## src/rtl/spi_ee_pkg.sv

```systemverilog
// Shared opcodes and state encodings for the serial EEPROM command front end.
// Assumes 8-bit opcodes sent MSB first.
package spi_ee_pkg;

    localparam logic [7:0] OP_SET_WE   = 8'h06;
    localparam logic [7:0] OP_CLR_WE   = 8'h04;
    localparam logic [7:0] OP_RD_STAT  = 8'h05;
    localparam logic [7:0] OP_WR_STAT  = 8'h01;
    localparam logic [7:0] OP_RD_ARR   = 8'h03;
    localparam logic [7:0] OP_WR_ARR   = 8'h02;

    typedef enum logic [2:0] {
        PH_OPC,
        PH_ADDR,
        PH_RDAT,
        PH_WDAT,
        PH_SDAT,
        PH_SKIP
    } phase_t;

    typedef enum logic [2:0] {
        CM_NONE,
        CM_SETWE,
        CM_CLRWE,
        CM_WRSTAT,
        CM_RDSTAT,
        CM_RDARR,
        CM_WRARR
    } cmd_t;

endpackage

```

## src/rtl/spi_ee_sync.sv

```systemverilog
// Multi-bit synchronizer: each input bit passes through its own flop chain.
// Assumes STAGES >= 2 and that the inputs are independent single-bit levels.
module spi_ee_sync #(
    parameter int WIDTH  = 4,
    parameter int STAGES = 2
) (
    input  logic             clk,
    input  logic             rst_n,
    input  logic [WIDTH-1:0] d,
    output logic [WIDTH-1:0] q
);

    generate
        for (genvar i = 0; i < WIDTH; i++) begin : g_bit
            logic [STAGES-1:0] chain;

            // Shift the raw pin level one stage deeper every clock.
            always_ff @(posedge clk) begin
                if (!rst_n) chain <= '0;
                else        chain <= {chain[STAGES-2:0], d[i]};
            end

            assign q[i] = chain[STAGES-1];
        end
    endgenerate

endmodule

```

## src/rtl/spi_ee_pause.sv

```systemverilog
// Pause latch: enters or leaves pause only while the serial clock is low,
// and is cleared whenever the slave is not selected.
// Assumes synchronized inputs.
module spi_ee_pause (
    input  logic clk,
    input  logic rst_n,
    input  logic sel,
    input  logic sck_s,
    input  logic hold_s,
    output logic paused
);

    // Follow the pause pin only at clock-low moments of a selected transfer.
    always_ff @(posedge clk) begin
        if (!rst_n)      paused <= 1'b0;
        else if (!sel)   paused <= 1'b0;
        else if (!sck_s) paused <= !hold_s;
    end

endmodule

```

## src/rtl/spi_ee_tx.sv

```systemverilog
// Serial output shifter: loads a byte on a falling edge when asked, then
// shifts MSB first on each later falling edge. The enable stays on until
// deselect and is masked while paused.
// Assumes 'fall' is already gated by select and pause.
module spi_ee_tx (
    input  logic       clk,
    input  logic       rst_n,
    input  logic       sel,
    input  logic       fall,
    input  logic       load,
    input  logic [7:0] din,
    input  logic       paused,
    output logic       so,
    output logic       so_oe
);

    logic [7:0] obuf;
    logic       drv;

    // Load or shift the output byte on falling serial clock.
    always_ff @(posedge clk) begin
        if (!rst_n || !sel) begin
            obuf <= '0;
            drv  <= 1'b0;
        end else if (fall) begin
            if (load) begin
                obuf <= din;
                drv  <= 1'b1;
            end else if (drv) begin
                obuf <= {obuf[6:0], 1'b0};
            end
        end
    end

    assign so_oe = drv & ~paused;
    assign so    = so_oe & obuf[7];

endmodule

```

## src/rtl/spi_ee_front.sv

```systemverilog
// Command front end of a serial EEPROM: synchronizes the slave pins, shifts
// bytes MSB first, sequences opcode/address/data phases and issues requests
// to the array and protection units.
// Assumes clk is at least 8x faster than the serial clock.
module spi_ee_front #(
    parameter int ADDR_W      = 10,
    parameter int AFIELD_W    = 16,
    parameter int PAGE_BYTES  = 32,
    parameter int SYNC_STAGES = 2
) (
    input  logic              clk,
    input  logic              rst_n,
    input  logic              cs_n,
    input  logic              sck,
    input  logic              si,
    input  logic              hold_n,
    output logic              so,
    output logic              so_oe,
    output logic [ADDR_W-1:0] mem_addr,
    input  logic [7:0]        mem_rdata,
    input  logic [7:0]        stat_i,
    input  logic              wip,
    output logic              wren_req,
    output logic              wrdi_req,
    output logic              sr_wr_req,
    output logic [7:0]        sr_wr_data,
    output logic              stg_we,
    output logic [ADDR_W-1:0] stg_addr,
    output logic [7:0]        stg_data,
    output logic              wr_go,
    output logic [ADDR_W-1:0] wr_base,
    output logic [$clog2(PAGE_BYTES):0] wr_count,
    output logic              wr_abort
);
    import spi_ee_pkg::*;

    localparam int PAGE_W = $clog2(PAGE_BYTES);
    localparam int CNT_W  = PAGE_W + 1;
    localparam int ABYTES = AFIELD_W / 8;
    localparam int AB_W   = $clog2(ABYTES + 1);

    logic cs_s, sck_s, si_s, hold_s;
    logic cs_q, sck_q;
    logic armed, sel, paused;
    logic rise, fall, cs_rise, cs_fall;

    phase_t             phase;
    cmd_t               cmd;
    logic [6:0]         sreg;
    logic [2:0]         bit_cnt;
    logic [AB_W-1:0]    ab_cnt;
    logic [ADDR_W-1:0]  areg, a_next, rd_addr, wbase;
    logic [PAGE_W-1:0]  woff;
    logic [CNT_W-1:0]   nbytes;
    logic               ld_pend, sr_have;
    logic [7:0]         sr_data, nb, tx_byte;

    spi_ee_sync #(.WIDTH(4), .STAGES(SYNC_STAGES)) u_sync (
        .clk   (clk),
        .rst_n (rst_n),
        .d     ({hold_n, si, sck, cs_n}),
        .q     ({hold_s, si_s, sck_s, cs_s})
    );

    spi_ee_pause u_pause (
        .clk    (clk),
        .rst_n  (rst_n),
        .sel    (sel),
        .sck_s  (sck_s),
        .hold_s (hold_s),
        .paused (paused)
    );

    // Previous pin levels for edge detection; select starts "low" so a pin
    // held low through reset does not count as a falling edge.
    always_ff @(posedge clk) begin
        if (!rst_n) begin
            cs_q  <= 1'b0;
            sck_q <= 1'b0;
        end else begin
            cs_q  <= cs_s;
            sck_q <= sck_s;
        end
    end

    // Arm on the first observed select falling edge after reset.
    always_ff @(posedge clk) begin
        if (!rst_n)       armed <= 1'b0;
        else if (cs_fall) armed <= 1'b1;
    end

    assign cs_fall = cs_q & ~cs_s;
    assign cs_rise = ~cs_q & cs_s;
    assign sel     = armed & ~cs_s;
    assign rise    = sel & ~paused & sck_s & ~sck_q;
    assign fall    = sel & ~paused & ~sck_s & sck_q;
    assign nb      = {sreg, si_s};
    assign a_next  = ADDR_W'({areg, nb});
    assign tx_byte = (cmd == CM_RDSTAT) ? stat_i : mem_rdata;

    assign mem_addr   = rd_addr;
    assign sr_wr_data = sr_data;
    assign wr_base    = wbase;

    // Command sequencer: byte assembly, phase steps and request pulses.
    always_ff @(posedge clk) begin
        if (!rst_n) begin
            phase     <= PH_OPC;
            cmd       <= CM_NONE;
            sreg      <= '0;
            bit_cnt   <= '0;
            ab_cnt    <= '0;
            areg      <= '0;
            rd_addr   <= '0;
            wbase     <= '0;
            woff      <= '0;
            nbytes    <= '0;
            ld_pend   <= 1'b0;
            sr_have   <= 1'b0;
            sr_data   <= '0;
            wren_req  <= 1'b0;
            wrdi_req  <= 1'b0;
            sr_wr_req <= 1'b0;
            stg_we    <= 1'b0;
            stg_addr  <= '0;
            stg_data  <= '0;
            wr_go     <= 1'b0;
            wr_count  <= '0;
            wr_abort  <= 1'b0;
        end else begin
            wren_req  <= 1'b0;
            wrdi_req  <= 1'b0;
            sr_wr_req <= 1'b0;
            stg_we    <= 1'b0;
            wr_go     <= 1'b0;
            wr_abort  <= 1'b0;
            if (!sel) begin
                if (armed && cs_rise) begin
                    if (bit_cnt == 3'd0) begin
                        case (cmd)
                            CM_SETWE:  wren_req  <= 1'b1;
                            CM_CLRWE:  wrdi_req  <= 1'b1;
                            CM_WRSTAT: sr_wr_req <= sr_have;
                            CM_WRARR: begin
                                if (nbytes != '0) begin
                                    wr_go    <= 1'b1;
                                    wr_count <= nbytes;
                                end else begin
                                    wr_abort <= 1'b1;
                                end
                            end
                            default: ;
                        endcase
                    end else if (cmd == CM_WRARR) begin
                        wr_abort <= 1'b1;
                    end
                end
                phase   <= PH_OPC;
                cmd     <= CM_NONE;
                bit_cnt <= '0;
                ab_cnt  <= '0;
                nbytes  <= '0;
                ld_pend <= 1'b0;
                sr_have <= 1'b0;
            end else begin
                if (fall) ld_pend <= 1'b0;
                if (rise) begin
                    sreg    <= nb[6:0];
                    bit_cnt <= bit_cnt + 3'd1;
                    if (bit_cnt == 3'd7) begin
                        case (phase)
                            PH_OPC: begin
                                if (wip && nb != OP_RD_STAT) begin
                                    phase <= PH_SKIP;
                                    cmd   <= CM_NONE;
                                end else begin
                                    case (nb)
                                        OP_SET_WE: begin
                                            phase <= PH_SKIP;
                                            cmd   <= CM_SETWE;
                                        end
                                        OP_CLR_WE: begin
                                            phase <= PH_SKIP;
                                            cmd   <= CM_CLRWE;
                                        end
                                        OP_RD_STAT: begin
                                            phase   <= PH_RDAT;
                                            cmd     <= CM_RDSTAT;
                                            ld_pend <= 1'b1;
                                        end
                                        OP_WR_STAT: begin
                                            phase <= PH_SDAT;
                                            cmd   <= CM_WRSTAT;
                                        end
                                        OP_RD_ARR: begin
                                            phase <= PH_ADDR;
                                            cmd   <= CM_RDARR;
                                        end
                                        OP_WR_ARR: begin
                                            phase <= PH_ADDR;
                                            cmd   <= CM_WRARR;
                                        end
                                        default: begin
                                            phase <= PH_SKIP;
                                            cmd   <= CM_NONE;
                                        end
                                    endcase
                                end
                            end
                            PH_ADDR: begin
                                areg   <= a_next;
                                ab_cnt <= ab_cnt + 1'b1;
                                if (ab_cnt == AB_W'(ABYTES - 1)) begin
                                    if (cmd == CM_RDARR) begin
                                        rd_addr <= a_next;
                                        phase   <= PH_RDAT;
                                        ld_pend <= 1'b1;
                                    end else begin
                                        wbase <= a_next;
                                        woff  <= a_next[PAGE_W-1:0];
                                        phase <= PH_WDAT;
                                    end
                                end
                            end
                            PH_RDAT: begin
                                ld_pend <= 1'b1;
                                if (cmd == CM_RDARR) rd_addr <= rd_addr + 1'b1;
                            end
                            PH_WDAT: begin
                                stg_we   <= 1'b1;
                                stg_addr <= {wbase[ADDR_W-1:PAGE_W], woff};
                                stg_data <= nb;
                                woff     <= woff + 1'b1;
                                if (nbytes != CNT_W'(PAGE_BYTES))
                                    nbytes <= nbytes + 1'b1;
                            end
                            PH_SDAT: begin
                                sr_data <= nb;
                                sr_have <= 1'b1;
                                phase   <= PH_SKIP;
                            end
                            default: ;
                        endcase
                    end
                end
            end
        end
    end

    spi_ee_tx u_tx (
        .clk    (clk),
        .rst_n  (rst_n),
        .sel    (sel),
        .fall   (fall),
        .load   (ld_pend),
        .din    (tx_byte),
        .paused (paused),
        .so     (so),
        .so_oe  (so_oe)
    );

endmodule

```

## config.mk

```make
export PLATFORM = sky130hd
export DESIGN_NAME = spi_ee_front
export DESIGN_NICKNAME = d
export VERILOG_FILES = /design/src/rtl/spi_ee_pkg.sv /design/src/rtl/spi_ee_sync.sv /design/src/rtl/spi_ee_pause.sv /design/src/rtl/spi_ee_tx.sv /design/src/rtl/spi_ee_front.sv
export SDC_FILE = /design/constraint.sdc
export NUM_CORES = 1
export LEC_CHECK = 0
export ABC_CLOCK_PERIOD_IN_PS = 2500
export BUFFER_PORTS_ARGS = -buffer_cell sky130_fd_sc_hd__buf_2
export CAP_MARGIN = 20
export CORE_MARGIN = 5
export CORE_UTILIZATION = 56
export DETAILED_ROUTE_END_ITERATION = 8
export GPL_TIMING_DRIVEN = 1
export PLACE_DENSITY = 0.79
export SYNTH_ARGS = -nofsm -noshare
export SYNTH_HDL_FRONTEND = slang
export SYNTH_HIERARCHICAL = 1
export SYNTH_SLANG_ARGS = --single-unit
```

## constraint.sdc

```tcl
create_clock -name clk -period 2.5 [get_ports clk]
set_clock_uncertainty 0.1 [all_clocks]
set_input_delay 0.25 -clock clk [delete_from_list [all_inputs] [get_ports clk]]
set_output_delay 0.25 -clock clk [all_outputs]
set_load 0.01 [all_outputs]
```

-- Word level (Yosys, flattened, before mapping)
Cells that the tools add are included.
- register bits: 112
- output and inout bits: 60
- logic and storage cells: 151
- reduce and logical (&&, ||, !) cells: 35
- equality and inequality tests: 24
- add/sub/neg operators: 5
- bitwise gates (word level): 22
- mux-type cells: 33
- operators by type and width (cell ; count):
    $mux W10 ; 3
    $eq A8 B3 Y1 const B ; 3
    $mux W8 ; 3
    $reduce_and A4 Y1 ; 6
    $pmux W10 S2 ; 1
    $pmux W3 S3 ; 2
    $pmux W3 S6 ; 1
    $eq A8 B2 Y1 const B ; 2
    $mux W1 ; 16
    $eq A3 B3 Y1 const B ; 5
    $eq A3 B2 Y1 const B ; 4
    $not A1 Y1 ; 12
    $reduce_and A6 Y1 ; 2
    $add A10 B1 Y10 const B ; 1
    $and A1 B1 Y1 ; 10
    $mux W5 ; 2
    $pmux W5 S2 ; 1
    $reduce_or A5 Y1 ; 2
    $mux W3 ; 3
    $reduce_and A3 Y1 ; 3
    $eq A8 B1 Y1 const B ; 1
    $ne A2 B2 Y1 const B ; 4
    $ne A8 B3 Y1 const B ; 1
    $reduce_and A2 Y1 ; 4
    other kinds (20) ; 27

-- Depth between registers and ports, before layout
Gate-level depths: netlist of the first run.
- word-level depth: 11
- gate-level depth with buffers: 8

-- Modules after synthesis
The synthesis of the first run kept the hierarchy.
- by module, submodules not included (module ; cells an instance ; times used ; sequential area each (sq um) ; area an instance (sq um)):
    spi_ee_front ; 512 ; 1 ; 1881.8 ; 4297.9
    spi_ee_tx ; 41 ; 1 ; 180.2 ; 459.2
    spi_ee_sync ; 20 ; 1 ; 160.2 ; 240.2
    spi_ee_pause ; 5 ; 1 ; 20.0 ; 42.5

-- Worst setup path before layout of the first run
No wires, ideal clock.
- kind: register to register
- start point: reg bit_cnt[0]
- end point: reg cmd[0]
- setup time: 0.072 ns
- slack: 0.339 ns
- data required time: 2.328 ns
- arrival: 1.989 ns
- period minus slack after synthesis: 2.161 ns
- stages on the path, launching flop included: 7
- path buffers: 0
- cells stage by stage: dfxtp_1 ha_1 ha_1 nor4bb_1 nand3_1 or4_1 a21oi_1
- word-level cells in the longest chain between the ends: 2
- ends and longest elaborated chain (element ; line ; source):
    from (decl) ; spi_ee_front.sv:50 ; logic [2:0] bit_cnt;
    from (signal assigned) ; spi_ee_front.sv:169 ; bit_cnt <= bit_cnt + 3'd1;
    $eq A3 B3 Y1 ; spi_ee_front.sv:170 ; if (bit_cnt == 3'd7) begin
    $reduce_and A3 Y1 (no source line) ; - ;
    to (signal assigned) ; spi_ee_front.sv:175 ; cmd <= CM_NONE;
    to (signal assigned) ; spi_ee_front.sv:180 ; cmd <= CM_SETWE;
    to (signal assigned) ; spi_ee_front.sv:184 ; cmd <= CM_CLRWE;
    to (decl) ; spi_ee_front.sv:48 ; cmd_t cmd;
Every way passes these cells.
A chain may end at the register's enable or synchronous reset.

-- Final worst setup path of the first run
- start point: reg bit_cnt[0]
- end point: reg sr_data[5], in the netlist sr_wr_data[5]
- word-level cells in the longest chain between the ends: 2
- ends and longest elaborated chain (element ; line ; source):
    $eq A3 B3 Y1 ; spi_ee_front.sv:170 ;
    $reduce_and A4 Y1 (no source line) ; - ;
    to (signal assigned) ; spi_ee_front.sv:238 ; sr_data <= nb;
    to (decl) ; spi_ee_front.sv:56 ; logic [7:0] sr_data, nb, tx_byte;
Every way passes these cells.

==> results of run 1 <==
-- power by group through the flow --
stage	logic, µW	registers, µW	clock network [µW]
after floorplan	46.8	1830	0
after global placement	76.3	1840	0
after detailed placement	78.6	1840	0
after CTS	84.0	1800	1150
after global routing	92.2	1800	1240
final	83.6	1800	1140
-- how the worst min path moves through the flow --
stage                                     to  slack [ns]  cells after the start
floorplan           u_sync/g_bit[0].chain[0]        0.27                      1
global placement    u_sync/g_bit[2].chain[1]        0.32                      1
detailed placement  u_sync/g_bit[0].chain[1]        0.32                      1
CTS                                   cmd[1]        0.08                      3
global route                          cmd[0]        0.09                      3
finish                                cmd[1]        0.09                      3
-- cells by family (layout without fill, tap and decap cells) --
family                     count (synthesis)  after routing  synth area share, %
and+or+nand+nor                          234            234                 24.3
AOI/OAI and AO/OA                        136            136                 17.3
DFF                                      112            112                 44.5
buffers and inverters                     53            133                 4.92
muxes                                     29             29                 5.98
adders and majority gates                  8              8                 1.99
xor gates and xnor gates                   6              6                 1.04
-- final cells by class --
class	count	area (µm²)	share of cell area (%)
clock inverters	7	87.6	1.51
inverters	13	48.8	0.843
clock buffers	9	124	2.14
well taps	108	135	2.34
repair buffers	104	598	10.3
flip-flops and latches	112	2240	38.8
multi-input cells	413	2550	44.1
-- worst register-to-register path: cells and delay by family (launching register included) --
family	cells	cell delay (ns)
fa+ha+maj	2	0.40
flops	1	0.39
mux	1	0.23
simple gates	3	1.11
-- layer usage --
metal,global-route usage [%],wire (µm),vias up
met4,7.76,223,0
li1,-,-,2185
met5,0,0,-
met2,36.4,5870,132
met3,3.70,656,20
met1,27.2,5230,2107
-- flip-flops by register name, summed over array words and instances (netlist names), 2 cells and up --
| name | flops |
|---|---|
| phase | 3 |
| woff | 5 |
| cmd | 3 |
| stg_addr | 10 |
| bit_cnt | 3 |
| areg | 2 |
| u_tx/obuf | 8 |
| sreg | 7 |
| wr_count | 6 |
| u_sync/g_bit.chain | 8 |
| ab_cnt | 2 |
| mem_addr | 10 |
| wr_base | 10 |
| nbytes | 6 |
| sr_wr_data | 8 |
| stg_data | 8 |
-- through the flow --
| stage | total power [µW] | area [µm²] | setup WS [ns] |
|---|---|---|---|
| floorplan | 1880 | 5040 | 0.339 |
| global placement | 1910 | 5530 | 0.299 |
| detailed placement | 1920 | 5530 | 0.206 |
| CTS | 3030 | 5790 | 0.181 |
| global route | 3130 | 5790 | 0.0518 |
| finish | 3020 | 5790 | 0.155 |
-- cells in the final DEF (no fill, tap or decap), types with 13 or more instances in the layout --
| cell type | count |
|---|---|
| nor2_1 | 36 |
| nand2_1 | 88 |
| nand3_1 | 23 |
| buf_4 | 17 |
| dfxtp_1 | 112 |
| mux2i_1 | 20 |
| buf_2 | 82 |
| o21ai_0 | 23 |
| and2_1 | 13 |
| a21oi_1 | 66 |
-- repair_timing --
item	in CTS	in global routing
hold buffers	4	0
buffers inserted	0	0
setup endpoints to repair	0	0
hold endpoints to repair	4	0
==> results.yml, run 1 <==
route:
  routed_wl_mm: 12.0
  drtIter0Drc: 223
  dr_total_vias: 4444
  vias_per_cell: 5.80
  first_pass_iters: 5
  routedWlPerCell_um: 15.6
  postRouteAntennaNets: 0
  drc: 0
clock_network:
  cts_buffers: 9
  cts_resized: 0
  tritoncts: "built"
  clkTransAtPathRegs_ns: 0.11
  cts_max_path_buffers: 2
  clockRootBuffer: "clkbuf_8"
  clock_latency_ns: 0.37
  clock_sinks: 112
  htreeDepth: 3
die:
  ios: 83
  die_h_um: 105
  die_width_um: 105
  initial_core_util_pct: 57.5
  core_um2: 8760
  dieArea_um2: 11000
  rows: 34
setup_path:
  required_ns: 2.66
  crit_end: "sr_wr_data[5]"
  cp_num_cells: 6
  critPathTopFamily: "simple AND/OR/NAND/NOR gates"
  startpoint_type: "flip-flop"
  path_class: "reg2reg"
  crit_top_cell: "ha_1"
  crit_buf_inv: 0
  rr_worst_depth: 6
  path_cells: "ha_1, ha_1, nand3b_1, or4b_2, mux2i_1, nor2_1"
  critPathMaxFanout: 9
  r2r-end: "sr_wr_data[5]"
  cp.arrival_ns: 2.51
  r2r_slack_ns: 0.15
  r2r-start: "bit_cnt[0]"
  cp_slowest_stage_delay_ns: 0.86
  startpoint: "bit_cnt[0]"
  cp-end-kind: "flip-flop"
  slowest_stage: "or4b_2"
grt:
  first_global_vias: 4234
  antenna_found_initial: 0
  grt-ovfl-total: 0
  grt_max_degree: 65
  grt_pass1_wl_mm: 20.0
  grt_usage_pct: 21.4
place:
  portBuffers: 82
  gp_congestion: 0.892
  dpl.cell_count: 746
  dpl.hpwl_mm: 8.37
sta:
  post-route-min-period_ns: 2.35
  setup_viol: 0
  hold_ws_ns: 0.0877
  hold_viol: 0
  post-route-period-util_pct: 93.8
  tns_ns: 0
  grt_setup_unrepaired: "no"
  max-slew-margin-rel_pct: 55.3
  tightestPinTransition_ns: 0.669
  drv_slew: 0
  fmax_ghz: 0.426
final_layout:
  utilization_pct: 66.0
  synthToLayoutAreaGrowth_pct: 14.8
  drive_gt1_share_pct: 23.1
  nNetsFinal: 684
  layout.cells.non_filler: 766
  nFillCells: 766
  diodes: 0
pwr:
  clockPowerShare_pct: 37.8
  p_comb_share_pct: 2.8
  p_sw_uw: 704
  p_int_uw: 2320
  p_seq_share_pct: 59.5
  p_per_area_nw_per_um2: 522
  ir_drop_mv: 0.314
  p_sw_share_pct: 23.3
  p_leak_uw: 0.00222
logic_synthesis:
  syn_area_per_cell_um2: 8.72
  synth_nets: 609
  synth_cell_type_count: 64
  synth.cell_area_um2: 5040
  yosysWarnings: 6
  synth_top_cell_area_share_pct: 44.5
  yosysTopAreaCell: "dfxtp_1"
  ys_ff_latch: 112
  synthArstFlopShare_pct: 0
  synth_ff_type: "dfxtp_1"
  synth_edf_count: 0
  synthTopCellsByArea: "dfxtp_1, a21oi_1, nand2_1, mux2i_1, nor2_1"
  synth_commonest_cells: "dfxtp_1, nand2_1, a21oi_1"
  yosysMostFrequentCell: "dfxtp_1"
  syn_inst: 578
  yosysSeqAreaShare_pct: 44.5
hold_path:
  hold_class: "in2reg"
  hold_start: "wip"
status:
  outcome: "finished clean"
run:
  max-cap-violations: 0
No activity file was read; power rests on OpenSTA's default activity.
==> run 2: changes to the inputs <==
--- a/config.mk
+++ b/config.mk
@@ -5,9 +5,9 @@
 export SDC_FILE = /design/constraint.sdc
 export NUM_CORES = 1
 export LEC_CHECK = 0
+export ABC_AREA = 1
 export ABC_CLOCK_PERIOD_IN_PS = 2500
 export BUFFER_PORTS_ARGS = -buffer_cell sky130_fd_sc_hd__buf_2
-export CAP_MARGIN = 20
 export CORE_MARGIN = 5
 export CORE_UTILIZATION = 56
 export DETAILED_ROUTE_END_ITERATION = 8
@@ -15,5 +15,4 @@
 export PLACE_DENSITY = 0.79
 export SYNTH_ARGS = -nofsm -noshare
 export SYNTH_HDL_FRONTEND = slang
-export SYNTH_HIERARCHICAL = 1
 export SYNTH_SLANG_ARGS = --single-unit
==> run 2 against run 1 <==
  * Wire length down 3.4%
  * Clock power is 6% lower
  * Non-clock buffer count is 14 lower
  * Critical path type unchanged
  * Count of clock-buffer cells in the layout rose by 2
  * Via count rose by 6.3%
  * Highest routed layer unchanged
  * Synthesized area fell by 0.52%
  * Worst setup slack better by 0.34 ns
==> results.yml, run 2 <==
sta:
  drv_slew: 0
  fmax_ghz: 0.499
  setup_viol: 0
  post-route-min-period_ns: 2.00
  tightestPinTransition_ns: 0.470
  max-slew-margin-rel_pct: 68.5
  hold_viol: 0
  post-route-period-util_pct: 80.1
  tns_ns: 0
  grt_setup_unrepaired: "no"
clock_network:
  clock_latency_ns: 0.38
  cts_buffers: 9
  clockRootBuffer: "clkbuf_8"
  tritoncts: "built"
  cts_resized: 0
  clock_sinks: 112
  clkTransAtPathRegs_ns: 0.11
  cts_max_path_buffers: 2
  postCtsSetupRepairBufs: 0
  htreeDepth: 3
hold_path:
  hold_class: "in2reg"
  whs_endpoint: "cmd[0]"
  hold_start: "wip"
  holdPathStages: 4
pwr:
  p_seq_share_pct: 60.8
  clockPowerShare_pct: 36.2
  p_per_area_nw_per_um2: 517
  p_comb_share_pct: 3.0
  p_sw_share_pct: 23.4
  p_sw_uw: 694
  ir_drop_mv: 0.247
  p_leak_uw: 0.00259
  p_int_uw: 2270
final_layout:
  synthToLayoutAreaGrowth_pct: 14.2
  drive_gt1_share_pct: 16.0
  design_area_um2: 5730
  layout_common_cells: "nand2_1, dfxtp_1, nor2_1"
  diodes: 0
  utilization_pct: 65.7
  final_common_cell: "nand2_1"
  nNetsFinal: 814
grt:
  grt-ovfl-total: 0
  grt_usage_pct: 20.9
  grt_max_degree: 47
  first_global_vias: 4337
  antenna_found_initial: 0
  grt_pass1_wl_mm: 19.6
route:
  drc: 0
  dr_total_vias: 4724
  routedWlPerCell_um: 12.9
  drtIter0Drc: 264
  first_pass_iters: 5
  routed_wl_mm: 11.6
  vias_per_cell: 5.27
  postRouteAntennaNets: 0
setup_path:
  crit_buf_inv: 2
  cp_slowest_stage_delay_ns: 0.33
  rr_worst_depth: 9
  r2r-end: "wr_base[3]"
  required_ns: 2.72
  cp-end-kind: "flip-flop"
  r2r_slack_ns: 0.50
  slowest_stage: "dfxtp_1"
  path_class: "reg2reg"
  r2r-start: "u_sync.g_bit[0].chain[1]"
  startpoint_type: "flip-flop"
  critPathMaxFanout: 17
  critPathTopFamily: "simple AND/OR/NAND/NOR gates"
  cp.arrival_ns: 2.22
  path_cells: "inv_1, nand3b_4, nor2_4, nand2_4, nor2_4, nand2_1, inv_2, nor2_1, nor2_1"
die:
  dieArea_um2: 10900
  core_um2: 8720
  ios: 83
  initial_core_util_pct: 57.5
  rows: 34
  die_h_um: 105
  die_width_um: 105
logic_synthesis:
  ys_ff_latch: 112
  yosysMostFrequentCell: "nand2_1"
  synth_top_cell_area_share_pct: 44.7
  yosysWarnings: 0
  synth_nets: 733
  synth_ff_type: "dfxtp_1"
  synth_cell_type_count: 37
  synthArstFlopShare_pct: 0
  synthTopCellsByArea: "dfxtp_1, nand2_1, o21ai_0, nor2_1, inv_1"
  synth_commonest_cells: "nand2_1, dfxtp_1, nor2_1"
  syn_area_per_cell_um2: 7.14
  synth.cell_area_um2: 5010
  synth_edf_count: 0
  syn_inst: 702
  yosysTopAreaCell: "dfxtp_1"
  yosysSeqAreaShare_pct: 44.7
run:
  max-cap-violations: 0
place:
  portBuffers: 82
  dpl.hpwl_mm: 8.46
  gp_congestion: 0.938
  placed_area_um2: 5490
status:
  outcome: "finished clean"
[run 2: power by group through the flow]
stage / sequential (µW) / combinational (µW) / clock, µW
detailed placement: 1840 / 85.0 / 0
finish: 1800 / 89.9 / 1070
global placement: 1840 / 82.9 / 0
floorplan: 1840 / 56.3 / 0
global route: 1800 / 103 / 1160
CTS: 1800 / 90.2 / 1080
[run 2: routing by layer]
metal	wire [µm]	global-route usage, %
met3	692	4.69
met5	0	0
met1	5110	26.9
met2	5450	33.8
met4	319	8.95
[run 2: worst max path at each step]
stage / slack, ns / depth (start not counted) / end / start
detailed placement: 0.55 / 9 / wr_base[0] / u_sync.g_bit[0].chain[1]
CTS: 0.52 / 9 / wr_base[0] / u_sync.g_bit[0].chain[1]
global route: 0.27 / 9 / wr_base[2] / u_sync.g_bit[0].chain[1]
global placement: 0.65 / 9 / wr_base[5] / u_sync.g_bit[0].chain[1]
finish: 0.50 / 9 / wr_base[3] / u_sync.g_bit[0].chain[1]
floorplan: 0.96 / 8 / sr_wr_data[7] / bit_cnt[0]
[run 2: cell type report]
| type | instances | area, µm² |
|---|---|---|
| well taps | 108 | 135 |
| flip-flops and latches | 112 | 2240 |
| multi-input cells | 471 | 2300 |
| clock buffers | 11 | 151 |
| repair buffers | 90 | 480 |
| inverters | 99 | 373 |
| clock inverters | 5 | 46.3 |
| fillers | 758 | 2990 |
[run 2: cell families (layout without fill, tap and decap cells)]
family	Yosys count	in the layout	share of synthesized area (%)
simple gates	279	279	24.5
xor+xnor	5	5	0.873
buf+inv	119	205	9.41
fa+ha+maj	8	8	2.00
compound gates	179	179	18.5
flops	112	112	44.7
[run 2: repair_timing]
action,CTS,global route
endpoints found under the hold margin,4,0
setup endpoints to repair,0,0
hold buffers,4,0
[run 2: worst min-delay path, delay by kind of cell]
family	cells	cell delay [ns]
buffers and inverters	1	0.08
AOI/OAI and AO/OA	1	0.05
and+or+nand+nor	2	0.21
[run 2: metrics by stage]
step | total power, µW | worst slack [ns] | hold slack (ns) | instances
floorplan | 1890 | 0.961 | 0.248 | 702
global placement | 1920 | 0.652 | 0.296 | 876
detailed placement | 1930 | 0.545 | 0.304 | 876
CTS | 2970 | 0.520 | 0.144 | 896
global route | 3060 | 0.265 | 0.187 | 896
finish | 2960 | 0.497 | 0.155 | 896
==> run 3: changes to the inputs <==
--- a/config.mk
+++ b/config.mk
@@ -6,7 +6,7 @@
 export NUM_CORES = 1
 export LEC_CHECK = 0
 export ABC_AREA = 1
-export ABC_CLOCK_PERIOD_IN_PS = 2500
+export ABC_CLOCK_PERIOD_IN_PS = 2000
 export BUFFER_PORTS_ARGS = -buffer_cell sky130_fd_sc_hd__buf_2
 export CORE_MARGIN = 5
 export CORE_UTILIZATION = 56
==> constraint.sdc (replaced) <==
create_clock -name clk -period 2 [get_ports clk]
set_clock_uncertainty 0.1 [all_clocks]
set_input_delay 0.2 -clock clk [delete_from_list [all_inputs] [get_ports clk]]
set_output_delay 0.2 -clock clk [all_outputs]
set_load 0.01 [all_outputs]
==> run 3 against run 2 <==
  * Combinational power is 25% higher
  * Critical path type unchanged
  * Register-to-register slack lost 0.32 ns
  * Largest power group unchanged
  * First-iteration DRC count is 19% lower
  * Largest cell class unchanged
  * Utilization grew 0.39 points
  * Non-clock buffer count increased by 4
  * Worst hold slack got worse by 0.056 ns
  * Sequential cell count did not move
  * Die area unchanged
  * Sequential share of layout area fell by 0.23 points
  * Cell count is 0.33% higher
==> results.yml, run 3 (same netlist as run 2, synthesis figures left out) <==
pwr:
  p_int_uw: 2880
  p_comb_share_pct: 3.0
  p_seq_share_pct: 59.9
  p_sw_uw: 871
  p_leak_uw: 0.00260
  p_sw_share_pct: 23.2
  ir_drop_mv: 0.401
  clockPowerShare_pct: 37.1
  p_per_area_nw_per_um2: 652
grt:
  grt_usage_pct: 21.7
  grt_busiest_layer: "met2"
  use_met1_pct: 27.6
  first_global_vias: 4506
  grt_use_met2_pct: 37.6
  grt_pass1_wl_mm: 20.5
  grt_max_degree: 57
  antenna_found_initial: 0
  grt-ovfl-total: 0
  met3_usage_pct: 3.64
final_layout:
  final_common_cell: "nand2_1"
  drive_gt1_share_pct: 16.3
  design_area_um2: 5760
  layout_common_cells: "nand2_1, dfxtp_1, nor2_1"
  nNetsFinal: 818
  diodes: 0
  synthToLayoutAreaGrowth_pct: 14.9
setup_path:
  required_ns: 2.17
  cp-end-kind: "flip-flop"
  startpoint_type: "flip-flop"
  critPathMaxFanout: 11
  path_class: "reg2reg"
  cp.arrival_ns: 1.99
sta:
  hold_viol: 0
  tightestPinTransition_ns: 0.497
  drv_slew: 0
  hold_ws_ns: 0.0986
  tns_ns: 0
  fmax_ghz: 0.548
  grt_setup_unrepaired: "no"
  post-route-min-period_ns: 1.82
  max-slew-margin-rel_pct: 66.7
  post-route-period-util_pct: 91.2
  timing.final.ws_setup_ns: 0.177
  setup_viol: 0
route:
  dr_total_vias: 4743
  routedWlPerCell_um: 13.2
  vias_per_cell: 5.28
  drtIter0Drc: 213
  first_pass_iters: 4
  drc: 0
  postRouteAntennaNets: 0
  routed_wl_mm: 11.9
clock_network:
  postCtsSetupRepairBufs: 0
  clock_latency_ns: 0.37
  clkTransAtPathRegs_ns: 0.11
  holdBufCountCts: 4
  cts_buffers: 9
  cts_resized: 0
  tritoncts: "built"
  cts_max_path_buffers: 2
  htreeDepth: 3
  clock_sinks: 112
  clockRootBuffer: "clkbuf_8"
die:
  rows: 34
  die_width_um: 105
  initial_core_util_pct: 57.5
  ios: 83
  die_h_um: 105
  dieArea_um2: 10900
  core_um2: 8720
run:
  max-cap-violations: 0
hold_path:
  hold_class: "in2reg"
place:
  portBuffers: 82
  gp_congestion: 0.903
  placed_area_um2: 5520
  dpl.hpwl_mm: 8.53
  dp_slack_ns: 0.199
status:
  outcome: "finished clean"
-- run 3: final timing paths --
check	cells past startpoint	slack [ns]	to	start
worst max register to register	8	0.18	wr_base[2]	bit_cnt[0]
worst min register to register	2	0.32	u_sync.g_bit[0].chain[1]	u_sync.g_bit[0].chain[0]
worst max-delay path	8	0.18	wr_base[2]	bit_cnt[0]
worst min-delay path	5	0.1	u_tx.obuf[0]	stat_i[0]
-- run 3: through the flow --
stage / power (µW) / cells / util [%]
2_1_floorplan: 2370 / 702 / -
3_3_place_gp: 2400 / 880 / 63.3
3_5_place_dp: 2410 / 880 / 63.3
4_1_cts: 3780 / 899 / 66.1
5_1_grt: 3910 / 899 / 66.1
6_report: 3760 / 899 / 66.1
-- run 3: routing by layer --
layer	up-vias	wire (µm)
met1	2166	5220
met2	129	5830
met4	0	191
met5	-	0
met3	20	616
li1	2428	-
-- run 3: layout make-up --
type                            count  area [µm²]
Clock buffer                        9         124
Clock inverter                      6        77.6
Fill cell                         762        2960
Inverter                           99         373
Multi-Input combinational cell    471        2300
Sequential cell                   112        2240
Tap cell                          108         135
Timing Repair Buffer               94         510
-- run 3: worst max-delay path, cell delays in order, from the launching register on --
cell,delay [ns]
dfxtp_1,0.33
ha_1,0.20
ha_1,0.22
nand2_4,0.14
nor2_4,0.06
nand2_1,0.30
inv_2,0.17
nor2_1,0.16
nor2_1,0.06
-- run 3: power by group through the flow --
| stage | Clock [µW] | Combinational (µW) | Sequential [µW] |
|---|---|---|---|
| after global placement | 0 | 103 | 2300 |
| after global routing | 1530 | 130 | 2250 |
| final | 1390 | 112 | 2250 |
| after detailed placement | 0 | 106 | 2300 |
| after CTS | 1420 | 112 | 2250 |
| after floorplan | 0 | 70.3 | 2300 |
